## config.mk

```make
export PLATFORM = sky130hd
export DESIGN_NAME = rs_syndrome_gen
export DESIGN_NICKNAME = d
export VERILOG_FILES = /design/src/rtl/rs_syn_pkg.sv /design/src/rtl/gf4096_mul.sv /design/src/rtl/rs_syn_ctrl.sv /design/src/rtl/rs_syn_datapath.sv /design/src/rtl/rs_syndrome_gen.sv
export SDC_FILE = /design/constraint.sdc
export NUM_CORES = 1
export LEC_CHECK = 0
export BUFFER_PORTS_ARGS = -buffer_cell sky130_fd_sc_hd__buf_2
export CAP_MARGIN = 0
export CORE_MARGIN = 5
export CORE_UTILIZATION = 30
export CTS_CLUSTER_DIAMETER = 60
export CTS_CLUSTER_SIZE = 25
export DETAILED_ROUTE_END_ITERATION = 6
export HOLD_SLACK_MARGIN = 0.12
export MAX_ROUTING_LAYER = met4
export REMOVE_ABC_BUFFERS = 1
export SLEW_MARGIN = 20
export SYNTH_ARGS = -nofsm -noshare
export SYNTH_HDL_FRONTEND = slang
export SYNTH_SLANG_ARGS = --single-unit
```

## constraint.sdc

```tcl
create_clock -name clk -period 2.45 [get_ports clk]
set_clock_uncertainty 0.2 [all_clocks]
set_input_delay 0.49 -clock clk [delete_from_list [all_inputs] [get_ports clk]]
set_output_delay 0.49 -clock clk [all_outputs]
set_load 0.02 [all_outputs]
```

## src/rtl/rs_syn_pkg.sv

```systemverilog
package rs_syn_pkg;

  localparam int HALF_W = 6;
  localparam int SYM_W = 2 * HALF_W;
  localparam int BYTE_W = 8;
  localparam int NIB_W = 4;
  localparam logic [HALF_W:0] HALF_POLY = 7'h43;    // x^6 + x + 1
  localparam logic [HALF_W-1:0] EXT_CONST = 6'h21;  // inverse of the GF(64) generator
  localparam logic [SYM_W-1:0] PRIM_ELEM = 12'hE01;

  typedef enum logic [2:0] {
    SEL_HEAD,      // {0000, byte}
    SEL_SPLIT,     // {held byte, byte[7:4]}
    SEL_JOIN,      // {held nibble, byte}
    SEL_TAIL_BYTE, // {byte, 0000}
    SEL_TAIL_NIB   // {held nibble, 00000000}
  } symSel_e;

  typedef struct packed {
    logic absorb;
    logic clearAcc;
    symSel_e sel;
    logic holdByte;
    logic holdNib;
    logic finish;
  } ctrlStrobe_t;

  function automatic logic [HALF_W-1:0] gf64Mul(input logic [HALF_W-1:0] a,
                                                input logic [HALF_W-1:0] b);
    logic [HALF_W:0] shifted;
    logic [HALF_W-1:0] multiplier;
    logic [HALF_W-1:0] acc;
    acc = '0;
    multiplier = a;
    shifted = {1'b0, b};
    for (int i = 0; i < HALF_W; i++) begin
      if (multiplier[0]) acc = acc ^ shifted[HALF_W-1:0];
      multiplier = multiplier >> 1;
      shifted = shifted << 1;
      if (shifted[HALF_W]) shifted = shifted ^ HALF_POLY;
    end
    return acc;
  endfunction

  function automatic logic [SYM_W-1:0] gf4096Mul(input logic [SYM_W-1:0] a,
                                                 input logic [SYM_W-1:0] b);
    logic [HALF_W-1:0] ah, al, bh, bl, lowProd, hiOut, loOut;
    ah = a[SYM_W-1:HALF_W];
    al = a[HALF_W-1:0];
    bh = b[SYM_W-1:HALF_W];
    bl = b[HALF_W-1:0];
    lowProd = gf64Mul(al, bl);
    hiOut = gf64Mul(ah ^ al, bh ^ bl) ^ lowProd;
    loOut = gf64Mul(gf64Mul(ah, bh), EXT_CONST) ^ lowProd;
    return {hiOut, loOut};
  endfunction

  function automatic logic [SYM_W-1:0] gfPow(input logic [SYM_W-1:0] base, input int expo);
    logic [SYM_W-1:0] r;
    r = {{(SYM_W-1){1'b0}}, 1'b1};
    for (int i = 0; i < expo; i++) r = gf4096Mul(r, base);
    return r;
  endfunction

endpackage

```

## src/rtl/gf4096_mul.sv

```systemverilog
module gf4096_mul
  import rs_syn_pkg::*;
(
  input  logic [SYM_W-1:0] opA,
  input  logic [SYM_W-1:0] opB,
  output logic [SYM_W-1:0] prod
);

  logic [HALF_W-1:0] aHi, aLo, bHi, bLo;
  logic [HALF_W-1:0] crossProd, lowProd, highProd, highScaled;

  assign aHi = opA[SYM_W-1:HALF_W];
  assign aLo = opA[HALF_W-1:0];
  assign bHi = opB[SYM_W-1:HALF_W];
  assign bLo = opB[HALF_W-1:0];

  always_comb begin
    crossProd  = gf64Mul(aHi ^ aLo, bHi ^ bLo);
    lowProd    = gf64Mul(aLo, bLo);
    highProd   = gf64Mul(aHi, bHi);
    highScaled = gf64Mul(highProd, EXT_CONST);
    prod       = {crossProd ^ lowProd, highScaled ^ lowProd};
  end

endmodule

```

## src/rtl/rs_syn_ctrl.sv

```systemverilog
module rs_syn_ctrl
  import rs_syn_pkg::*;
(
  input  logic        clk,
  input  logic        rstN,
  input  logic        inValid,
  input  logic        inStart,
  input  logic        inLast,
  output ctrlStrobe_t strobe
);

  typedef enum logic [2:0] {
    ST_IDLE,
    ST_WANT_HOLD,
    ST_WANT_SPLIT,
    ST_WANT_JOIN,
    ST_FLUSH
  } packState_e;

  packState_e state, nextState;

  always_comb begin
    strobe = '0;
    strobe.sel = SEL_HEAD;
    nextState = state;
    if (state == ST_FLUSH) begin
      strobe.absorb = 1'b1;
      strobe.sel = SEL_TAIL_NIB;
      strobe.finish = 1'b1;
      nextState = ST_IDLE;
    end else if (inValid && inStart) begin
      strobe.absorb = 1'b1;
      strobe.clearAcc = 1'b1;
      strobe.sel = SEL_HEAD;
      strobe.finish = inLast;
      nextState = inLast ? ST_IDLE : ST_WANT_HOLD;
    end else if (inValid) begin
      unique case (state)
        ST_WANT_HOLD: begin
          if (inLast) begin
            strobe.absorb = 1'b1;
            strobe.sel = SEL_TAIL_BYTE;
            strobe.finish = 1'b1;
            nextState = ST_IDLE;
          end else begin
            strobe.holdByte = 1'b1;
            nextState = ST_WANT_SPLIT;
          end
        end
        ST_WANT_SPLIT: begin
          strobe.absorb = 1'b1;
          strobe.sel = SEL_SPLIT;
          strobe.holdNib = 1'b1;
          nextState = inLast ? ST_FLUSH : ST_WANT_JOIN;
        end
        ST_WANT_JOIN: begin
          strobe.absorb = 1'b1;
          strobe.sel = SEL_JOIN;
          strobe.finish = inLast;
          nextState = inLast ? ST_IDLE : ST_WANT_HOLD;
        end
        default: nextState = state;
      endcase
    end
  end

  always_ff @(posedge clk or negedge rstN) begin
    if (!rstN) state <= ST_IDLE;
    else       state <= nextState;
  end

endmodule

```

## src/rtl/rs_syn_datapath.sv

```systemverilog
module rs_syn_datapath
  import rs_syn_pkg::*;
#(
  parameter int NUM_SYN = 8,
  parameter int FIRST_ROOT = 0,
  localparam int NUM_WORDS = NUM_SYN / 2,
  localparam int OUT_W = NUM_WORDS * 32
) (
  input  logic               clk,
  input  logic               rstN,
  input  logic [BYTE_W-1:0]  inByte,
  input  ctrlStrobe_t        strobe,
  output logic [OUT_W-1:0]   synWords,
  output logic               errFlag,
  output logic               resValid
);

  localparam int PAD_W = 16 - SYM_W;

  logic [BYTE_W-1:0] heldByte;
  logic [NIB_W-1:0] heldNib;
  logic [SYM_W-1:0] symbol;
  logic [NUM_SYN-1:0][SYM_W-1:0] acc;
  logic [NUM_SYN-1:0][SYM_W-1:0] scaled;
  logic finishQ;

  always_comb begin
    unique case (strobe.sel)
      SEL_HEAD:      symbol = {{NIB_W{1'b0}}, inByte};
      SEL_SPLIT:     symbol = {heldByte, inByte[BYTE_W-1:NIB_W]};
      SEL_JOIN:      symbol = {heldNib, inByte};
      SEL_TAIL_BYTE: symbol = {inByte, {NIB_W{1'b0}}};
      SEL_TAIL_NIB:  symbol = {heldNib, {BYTE_W{1'b0}}};
      default:       symbol = '0;
    endcase
  end

  always_ff @(posedge clk or negedge rstN) begin
    if (!rstN) begin
      heldByte <= '0;
      heldNib <= '0;
    end else begin
      if (strobe.holdByte) heldByte <= inByte;
      if (strobe.holdNib)  heldNib <= inByte[NIB_W-1:0];
    end
  end

  for (genvar j = 0; j < NUM_SYN; j++) begin : g_lane
    localparam logic [SYM_W-1:0] ROOT = gfPow(PRIM_ELEM, FIRST_ROOT + j);
    gf4096_mul u_mul (
      .opA (acc[j]),
      .opB (ROOT),
      .prod(scaled[j])
    );
    always_ff @(posedge clk or negedge rstN) begin
      if (!rstN)               acc[j] <= '0;
      else if (strobe.absorb)  acc[j] <= strobe.clearAcc ? symbol : (scaled[j] ^ symbol);
    end
  end

  always_ff @(posedge clk or negedge rstN) begin
    if (!rstN) begin
      finishQ <= 1'b0;
      resValid <= 1'b0;
      errFlag <= 1'b0;
    end else begin
      finishQ <= strobe.finish;
      if (strobe.clearAcc) begin
        resValid <= 1'b0;
        errFlag <= 1'b0;
      end else if (finishQ) begin
        resValid <= 1'b1;
        errFlag <= |acc;
      end
    end
  end

  for (genvar k = 0; k < NUM_WORDS; k++) begin : g_word
    assign synWords[32*k +: 32] = {{PAD_W{1'b0}}, acc[2*k+1], {PAD_W{1'b0}}, acc[2*k]};
  end

endmodule

```

## src/rtl/rs_syndrome_gen.sv

```systemverilog
module rs_syndrome_gen
  import rs_syn_pkg::*;
#(
  parameter int NUM_SYN = 8,
  parameter int FIRST_ROOT = 0
) (
  input  logic                  clk,
  input  logic                  rstN,
  input  logic                  inValid,
  input  logic                  inStart,
  input  logic                  inLast,
  input  logic [7:0]            inByte,
  output logic [NUM_SYN*16-1:0] synWords,
  output logic                  errFlag,
  output logic                  resValid
);

  ctrlStrobe_t strobe;

  rs_syn_ctrl u_ctrl (
    .clk    (clk),
    .rstN   (rstN),
    .inValid(inValid),
    .inStart(inStart),
    .inLast (inLast),
    .strobe (strobe)
  );

  rs_syn_datapath #(
    .NUM_SYN   (NUM_SYN),
    .FIRST_ROOT(FIRST_ROOT)
  ) u_dp (
    .clk     (clk),
    .rstN    (rstN),
    .inByte  (inByte),
    .strobe  (strobe),
    .synWords(synWords),
    .errFlag (errFlag),
    .resValid(resValid)
  );

endmodule

```

; ---- After elaboration in Yosys (flattened, before gate mapping)
; Index checks and enable logic that the tools add are counted.
[word_totals]
reg_bits = 114
latchBits = 0
mem_bits_rw = 0
mem_bits_ro = 0
out_inout_bits = 130
word_cells = 418
n_memories = 0
[op_classes]
n_addsub = 0
n_mul = 0
div_mod_pow = 0
magnitude_cmp = 0
eq_ne = 8
shift = 0
muxes = 214
bitwise = 174
reduce_logical = 8
[op_table]
columns = op, n
row1 = 6-bit two-way mux, 74
row2 = 5-bit two-way mux, 36
row3 = 6-bit bitwise XOR, 21
row4 = 12-bit two-way mux, 8
row5 = 96-bit OR reduction, 1
row6 = 12-bit bitwise XOR, 8
row7 = 3-bit NOT, 27
row8 = 4-bit two-way mux, 20
row9 = 4-bit NOT, 19
row10 = 3-bit two-way mux, 22
row11 = 5-bit NOT, 13
row12 = 12-bit case mux with 5 select lines, 1
row13 = 2-bit NOT, 23
row14 = 1-bit NOT, 42
row15 = 2-bit two-way mux, 18
row16 = 1-bit two-way mux, 31
row17 = 1-bit NOT (first input constant), 19
row18 = 3-bit case mux with 3 select lines, 2
row19 = 3-bit by 2-bit equality test with 1-bit output (second input constant), 4
row20 = 6-bit NOT, 2
row21 = 3-bit by 1-bit equality test with 1-bit output (second input constant), 2
row22 = 3-bit equality test (second input constant), 2
row23 = 5-bit nonzero test, 1
row24 = 1-bit case mux with 2 select lines, 2
row25 = 6 further kinds, 6

; ---- Longest topological paths before layout
; Gate-level depths: netlist of the first run.
[logic_depth]
ltp_word = 21
mapped_depth = 9
depth_no_buf = 8

; ---- Modules after synthesis
; Synthesis of the first run repeated with hierarchy kept, for this count alone.
[hier_totals]
cells_unflattened = 2969
area_unflattened_um2 = 22587.9
[modules_own_cells]
columns = module, n_inst, cells_each, area_each_um2, seq_area_each_um2
row1 = gf4096_mul (u_dp.g_lane[1].u_mul ...), 7, 290, 1998.2, 0.0
row2 = rs_syn_datapath, 1, 623, 6383.6, 2777.7
row3 = gf4096_mul (u_dp.g_lane[0].u_mul), 1, 281, 1941.9, 0.0
row4 = rs_syn_ctrl, 1, 35, 275.3, 75.1

; ---- Worst setup path before layout of the first run
; Ideal clock, no wire load.
[synth_timing]
path_kind = reg-to-reg
startpoint = reg u_dp.acc, in the netlist u_dp.synWords[38]
endpoint = reg u_dp.acc, in the netlist u_dp.synWords[32]
t_arrival_ps = 2325
required_time_ps = 2127
slack_ps = -198
stages_incl_launch_ff = 9
path_buffers = 0
cell_sequence = dfrtp_1 -> inv_1 -> ha_1 -> xor3_2 -> xnor3_1 -> xnor2_2 -> xnor2_1 -> a211o_1 -> o221a_2
[synth_via]
elab_chain_len = 21
[synth_lines]
columns = item, line_no
row1 = start: declaration, rs_syn_datapath.sv:23  ; logic [NUM_SYN-1:0][SYM_W-1:0] acc;
row2 = start signal: indexed assignment, rs_syn_datapath.sv:57  ; else if (strobe.absorb) acc[j] <= strobe.clearAcc ? symbol : (scaled[j] ^ symbol);
row3 = 6-bit two-way mux (*), rs_syn_pkg.sv:37  ; if (multiplier[0]) acc = acc ^ shifted[HALF_W-1:0];
row4 = 5-bit NOT (no source line), -
row5 = 6-bit two-way mux (*), rs_syn_pkg.sv:37
row6 = 4-bit NOT (no source line), -
row7 = 6-bit two-way mux (*), rs_syn_pkg.sv:37
row8 = 3-bit NOT (no source line), -
row9 = 6-bit two-way mux (*), rs_syn_pkg.sv:37
row10 = 2-bit NOT (no source line), -
row11 = [5 not listed], -
row12 = 1-bit two-way mux (*), rs_syn_pkg.sv:37
row13 = 2-bit two-way mux (*), rs_syn_pkg.sv:37
row14 = 3-bit two-way mux (*), rs_syn_pkg.sv:37
row15 = 4-bit two-way mux (*), rs_syn_pkg.sv:37
row16 = 5-bit two-way mux (*), rs_syn_pkg.sv:37
row17 = 6-bit bitwise XOR (*), gf4096_mul.sv:22  ; prod = {crossProd ^ lowProd, highScaled ^ lowProd};
row18 = 12-bit bitwise XOR (*), rs_syn_datapath.sv:57
row19 = 12-bit two-way mux (*), rs_syn_datapath.sv:57
; Every way passes the cells marked *; elsewhere a longest branch is shown, timed or not.
; A chain may end at the register's enable or synchronous reset.

; ---- Worst setup path in the final report of the first run
[layout_timing]
startpoint = reg u_dp.acc, in the netlist u_dp.synWords[64]
endpoint = reg u_dp.acc, in the netlist u_dp.synWords[74]
[layout_via]
elab_chain_len = 13
elab_cells_between_ends = 21
cone_classes = mux (12) / bitwise (9)
[layout_lines]
columns = item, line_no
row1 = 6-bit bitwise XOR, gf4096_mul.sv:18  ; crossProd = gf64Mul(aHi ^ aLo, bHi ^ bLo);
row2 = 5-bit two-way mux, rs_syn_pkg.sv:37
row3 = 6-bit two-way mux, rs_syn_pkg.sv:37
row4 = 4-bit NOT (no source line), -
row5 = 5-bit two-way mux, rs_syn_pkg.sv:37
row6 = 6-bit two-way mux, rs_syn_pkg.sv:37
row7 = 5-bit NOT (no source line), -
row8 = 5-bit two-way mux, rs_syn_pkg.sv:37
row9 = 5-bit NOT (no source line), -
row10 = 6-bit two-way mux, rs_syn_pkg.sv:37
row11 = 6-bit bitwise XOR (*), gf4096_mul.sv:22
row12 = 12-bit bitwise XOR (*), rs_syn_datapath.sv:57
row13 = 12-bit two-way mux (*), rs_syn_datapath.sv:57
; Marks and branches as above.

==> results list, run 1 <==
* Status: completed
* Final min period: 2359 ps
- Cell area after synthesis: 0.009047 sq mm
- For the worst setup path, the data required time is around 2600 ps.
* Row count: 63
* Final core area utilization: 0.3770
- The total count of max-transition violations in the final report came to 0.
- Count of antenna diodes in the layout: 0
- Number of distinct standard cells referenced by the synthesized netlist: 73
* Final-layout worst hold slack: 174.2 ps
* Pin count of the biggest net entering global routing: 63
- Final Net Count: 1,172
- The critical path starts at u_dp.synWords[64].
* Top fanout value on the critical path: 3
- Total Routed Length: 28,270 um
* Clock transition at the registers of the reported paths: 60 ps
- The number of cells on the worst reg-to-reg path is 8.
- Once detailed placement completed, the half-perimeter wirelength came to between 20,000 and 25,000 um.
* Most used DFF post-synth: dfrtp_1
- Avg WL per Cell: 18.26 um
* Via count: 7,576
- The H-tree generated during clock tree synthesis spans 4 levels.
* Floorplan die area: 0.03373 sq mm
* Seq cells post-synth: 114
- Top cells by area in the synthesized netlist: dfrtp_1 (32%), xnor2_1 (17%), xor2_1 (6.5%)
* Highest achievable clock rate: 0.4239 GHz
* Fraction of registers with async set or reset after synthesis: 1.000
* Source of the worst register-to-register timing path: u_dp.synWords[64]
- The path with the worst hold slack has its endpoint at u_dp.heldByte[6].
* Setup slack on the worst flop-to-flop path: 90 ps
- The worst pin sits at a relative slew slack of 0.6385.
* Portion of synthesized cell area occupied by the leading cell type: 0.3153
* Number of warnings reported in the yosys synthesis log: 0
* Biggest area consumer among synthesized cells: dfrtp_1
- Area after DPL: 0.01048 sq mm
- Data arrival time of the worst path: between 2000 and 2500 ps
- DRC: 0
- Post-Synthesis Mean Instance Area: 9.075 sq um
* Global-route usage over all layers: 0.1714
- Category of the worst setup path launch point: flop
- First-pass GRT wire length: approximately 43,000 um
- Number of synthesized flops with an enable pin: 0
- Horiz. Die Dim: 183.7 um
- The floorplan step defined a core boundary enclosing between 0.02 and 0.03 sq mm.
* Type of the most critical hold path: in2reg
* Count of mapped cells out of synthesis: around 1,000
* Clk buf depth: 2
- Number of instances on the worst hold path: 2
- Post-detailed-route via-to-cell ratio: 4.894
* Initial standard-cell utilization of the core: 0.3045
- Capturing point of the worst reg2reg path: u_dp.synWords[74]
- In the final layout, the share of cells above drive strength 1 is 0.2522.
- Total iterations of the first detailed-routing run: 5
- Sequential element share of the synthesized area: 0.3153
* Worst Max-Slew Pin Slew: 538.3 ps
- Vias in the first global route: 7,228
* Category of the worst setup path capture point: flop
- Io pins: about 140
- CTS tree: yes
- Port-buffer cells: 110
- The first routing iteration left 574 violations.
- Dividing the final minimum period by the clock period gives 0.9629.
- Clock sink count: between 100 and 150
* Summed area of non-filler cells in the final layout: ~0.011 sq mm
- The area growth from synthesis to layout is 23.83%.
- The total overflow left after global routing is 0.
- TritonCTS buffer count: 17
- Die Y: 183.7 um
- Post-route setup TNS: 0 ps
* Placer's final routability congestion estimate: 0.8633
- Remaining number of nets flagged by the antenna check after routing: 0
- Beginning of the worst hold path: inByte[6]
* Root buffer selected by CTS: clkbuf_16
- Setup violations remaining at the end of the flow were counted as 0.
- The total count of hold-check failures in the final report is 0.
- The later pin in the worst-skew pair is clocked with a latency of roughly 430 ps.
* Worst setup path category: reg2reg
* Number of maximum-capacitance constraint violations: 0
- The initial antenna violation count was 0.
-- worst max-delay path by stage --
stage,to,slack [ps],depth (start not counted)
finish,u_dp.synWords[74],90,8
floorplan,u_dp.synWords[82],-3350,5
CTS,u_dp.synWords[83],10,7
detailed placement,u_dp.synWords[21],-10,9
global placement,u_dp.synWords[52],20,8
global route,u_dp.synWords[41],-0.2,8
-- logic make-up (layout without fill, tap and decap cells) --
group,Yosys count,after routing,share of synthesized area
XOR/XNOR,273,273,0.3092
AND/OR/NAND/NOR,268,268,0.1357
AO/OA/AOI/OAI,168,168,0.1185
buffers and inverters,143,273,0.08215
flip-flops,114,114,0.3153
multiplexers,16,16,0.01936
adder cells (fa/ha/maj),14,14,0.01936
other,1,32,0.0004145
-- through the flow --
step           cells  worst slack (ps)
2_1_floorplan    915             -3345
3_3_place_gp    1511             15.55
3_5_place_dp    1511            -9.650
4_1_cts         1544             9.953
5_1_grt         1548           -0.2345
6_report        1548             91.02
-- state kept, by name, summed over array words and instances (netlist names) --
name and flops:
u_dp.errFlag 1, u_dp.finishQ 1, u_dp.heldByte 8, u_dp.heldNib 4, u_ctrl.state 3, u_dp.resValid 1
u_dp.synWords 96
-- metal layers --
layer	global-route usage	vias to the layer above	share of wire
met4	0.04917	0	0.022
met1	0.2273	3707	0.44
met2	0.2647	288	0.47
met5	-	-	0
li1	-	3550	-
met3	0.03700	31	0.074
-- synthesized netlist by cell type (all sizes together), types with 4 or more instances --
cell type / n
a21oi: 36
a22oi: 6
a31oi: 4
a32o: 4
buf: 66
clkbuf: 47
dfrtp: 114
ha: 14
inv: 30
mux2: 12
mux2i: 4
nand2: 105
nand3: 13
nand4: 5
nor2: 92
nor3: 9
nor3b: 6
nor4: 16
nor4b: 5
o211ai: 6
o21ai: 76
o221a: 4
o311ai: 4
xnor2: 179
xnor3: 17
xor2: 69
xor3: 8
-- worst max-delay path, cell delays in order (launching register included) --
cell and delay [ps]:
dfrtp_1 340, inv_1 50, ha_1 330, xor3_2 470, xor2_2 210, xnor3_1 330
nor2_1 120, xnor2_1 130, o21ai_1 70
-- cell type report --
cell class / count / area (sq um)
flip-flops and latches: 114 / 2855
clock inverters: 10 / 155.1
well taps: 390 / 488.0
inverters: 30 / 112.6
fillers: 3003 / 18510
repair buffers: 211 / 1493
clock buffers: 22 / 474.2
multi-input cells: 771 / 5625
-- cells in the final DEF (no fill, tap or decap), types with 5 or more instances in the layout --
master	netlist	routed
o21ai_0	63	61
nor2_1	92	91
ha_1	14	14
buf_2	23	109
buf_12	0	14
xnor2_1	175	174
nand2_1	102	102
dfrtp_1	114	112
a22oi_1	6	6
nor4_1	16	16
xnor3_1	16	15
xnor2_2	4	5
nor3_1	9	9
buf_4	37	86
clkbuf_16	0	17
conb_1	1	32
mux2_2	12	12
inv_1	30	30
nand4_1	5	5
a21oi_1	36	35
o211ai_1	5	5
nand3_1	13	12
xor3_2	5	5
o21ai_1	12	14
xor2_1	67	67
-- repair_timing --
action                     4_1_cts  5_1_grt
setup buffers                    0        4
hold buffers                     1        0
resized for setup                0       15
setup endpoints to repair        0       66
hold endpoints to repair       114        0
Power of run 1 is not shown: default switching activity piles up to over one toggle a cycle in this logic, so the estimate is an artifact.
==> inputs of run 2 (changes only) <==
==> constraint.sdc (replaced) <==
create_clock -name clk -period 2.7 [get_ports clk]
set_clock_uncertainty 0.2 [all_clocks]
set_input_delay 0.54 -clock clk [delete_from_list [all_inputs] [get_ports clk]]
set_output_delay 0.54 -clock clk [all_outputs]
set_load 0.02 [all_outputs]
==> results list, run 2 (synthesized netlist as in run 1, its figures left out) <==
- In the layout the commonest cells are xnor2_1 (175), dfrtp_1 (114), buf_2 (109).
- Maximum level of the CTS H-tree: 4 (unchanged)
- The worst setup path is of the reg2reg kind.
- Ratio of final minimum period to clock period: 0.9395 (-0.02336)
- The minimum clock period is 2537 ps (+177.6 ps).
- Port-buffer cells: 110 (unchanged)
* RSZ-0062 raised after global routing: no
- The total count of hold-check failures in the final report was 0 (unchanged).
* Max FFs per register: 96 (unchanged)
- Number of maximum-capacitance constraint violations: 0 (unchanged)
- The number of filler cells placed in the layout was 3,025 (+0.73%).
- Leading cell type in the layout, fill and taps excluded: xnor2_1
- The post-DP HPWL was 20,050 um (-4.2%).
- Initial standard-cell utilization of the core: 0.3045 (unchanged)
- The actual transition at the worst max-transition pin was 486.4 ps (-51.92 ps).
* Clock transition at the registers of the reported paths: 60 ps (about the same)
* Row count: 63 (unchanged)
- Count of antenna diodes in the layout: 0 (unchanged)
* Clk buf depth: 2 (unchanged)
- Leftover overflow at the end of global routing: 0 (unchanged)
- The standard cell area after detailed placement came to 0.01011 sq mm (-3.5%).
* Top fanout value on the critical path: 3 (unchanged)
- The total count of max-transition violations in the final report was 0 (unchanged).
- Floorplan die area: 0.03373 sq mm (unchanged)
* First-pass GRT wire length: 42,010 um (-3.3%)
- The detailed-route via count was 7,232 (-4.5%).
* Remaining number of nets flagged by the antenna check after routing: 0 (unchanged)
- The layout net count was 1,122 (-4.3%).
- Core region area: 0.02972 sq mm (unchanged)
* Root buffer selected by CTS: clkbuf_16
- Capturing point of the worst reg2reg path: u_dp.synWords[32]
- The number of sinks handled by clock tree synthesis came to 114 (unchanged).
- Total iterations of the first detailed-routing run: 5 (unchanged)
- Io pins: 143 (unchanged)
* TritonCTS buffer count: 17 (unchanged)
* Area Growth Syn to Fin: 18.25%
- Category of the worst setup path launch point: flop
* Number of buffers added for setup after CTS: 0 (unchanged)
- Critical Path RT: 2810 ps (+250 ps)
* Data arrival time of the worst path: 2650 ps (+180 ps)
- The die width came to 183.7 um (unchanged).
* Final-layout worst hold slack: 213.6 ps (+39.32 ps)
- The number of stages on the worst hold path was 2 (unchanged).
- The global router's overall resource usage came to 0.1656 (-0.005762).
* Post-detailed-route via-to-cell ratio: 4.831 (-1.3%)
* Clock latency on the worst-skew pair: 430 ps (about the same)
- Pin count of the biggest net entering global routing: 60 (-4.8%)
* Post-route setup TNS: 0 ps (unchanged)
- The total routed wirelength was 26,970 um (-4.6%).
- Summed area of non-filler cells in the final layout: 0.01070 sq mm (-4.5%)
- Setup slack on the worst flop-to-flop path: 160 ps (+70 ps)
* CTS tree: yes
- Initial DRC count: 730 (+27%)
- Placed instance count: 1,465 (-3.0%)
- The run finished with clean final reports.
- Vias in the first global route: 7,108 (-1.7%)
* Final cell count without fillers: 1,497 (-3.3%)
- Worst max-slew margin expressed relative to the limit: 0.6712 (+0.03262)
- Endpoint with the worst hold slack: u_dp.heldByte[3]
- The mean routed wirelength per cell is 18.02 um (-1.3%).
* Die Y: 183.7 um (unchanged)
- The tightest min-delay check is of the in2reg type.
* Final count of negative-setup-slack endpoints: 0 (unchanged)
- The achievable clock frequency was 0.3942 GHz (-7.0%).
- The share of cells above drive strength 1 is 0.2087 (-0.04349).
- Category of the worst setup path capture point: flop
- The worst register-to-register path begins at u_dp.synWords[39].
- The initial antenna violation count came to 0 (unchanged).
- Worst Reg-to-Reg Cells: 8 (unchanged)
- Beginning of the worst hold path: inByte[3]
- DRC: 0 (unchanged)
* Placer's final routability congestion estimate: 0.8762 (+1.5%)
[run 2: cell types whose count changed in the layout (fill, tap and decap cells not counted), sizes merged]
cell      before  now
buf          210  160
clkbuf        22   26
bufinv         4    2
clkinv         4    3
clkinvlp       2    0
[run 2: area by class of cell]
cell class	instances	area [sq um]	area share
Clock buffer	26	499.2	0.04666
Clock inverter	5	75.07	0.007017
Inverter	30	112.6	0.01053
Multi-Input combinational cell	771	5595	0.5230
Sequential cell	114	2853	0.2666
Tap cell	390	488.0	0.04561
Timing Repair Buffer	161	1076	0.1006
[run 2: stage by stage]
step             util  setup slack (ps)
2_1_floorplan       -             -3135
3_3_place_gp   0.3403             87.66
3_5_place_dp   0.3403             99.00
4_1_cts        0.3599             169.1
5_1_grt        0.3600             23.33
6_report       0.3600             163.4
[run 2: worst max path at each step]
stage                            startpoint                  to  slack, ps  cells past startpoint
after floorplan                      inLast   u_dp.synWords[82]      -3140                      5
after global placement              inValid  u_dp.synWords[121]         90                      8
after detailed placement            inStart  u_dp.synWords[120]        100                      8
after CTS                 u_dp.synWords[39]   u_dp.synWords[32]        170                      8
after global routing        u_ctrl.state[0]  u_dp.synWords[121]         20                      9
final                     u_dp.synWords[39]   u_dp.synWords[32]        160                      8
[run 2: critical path: stages, from the launching register on]
cell     delay (ps)
dfrtp_1         360
inv_1            50
ha_1            340
xor3_2          500
xnor3_1         260
xnor2_2         160
xnor2_1         140
a211o_1         300
o221a_2         120
[run 2: layer usage]
layer | track usage | vias to the layer above | part of all wire
met5 | - | - | 0
li1 | - | 3445 | -
met3 | 0.03205 | 37 | 0.055
met2 | 0.2505 | 234 | 0.46
met1 | 0.2253 | 3516 | 0.46
met4 | 0.05006 | 0 | 0.019
[run 2: repair_timing]
item	4_1_cts	5_1_grt
setup endpoints to repair	0	2
hold buffers	1	0
resized for setup	0	1
hold endpoints to repair	25	0
Power of run 2 is left out for the same reason.
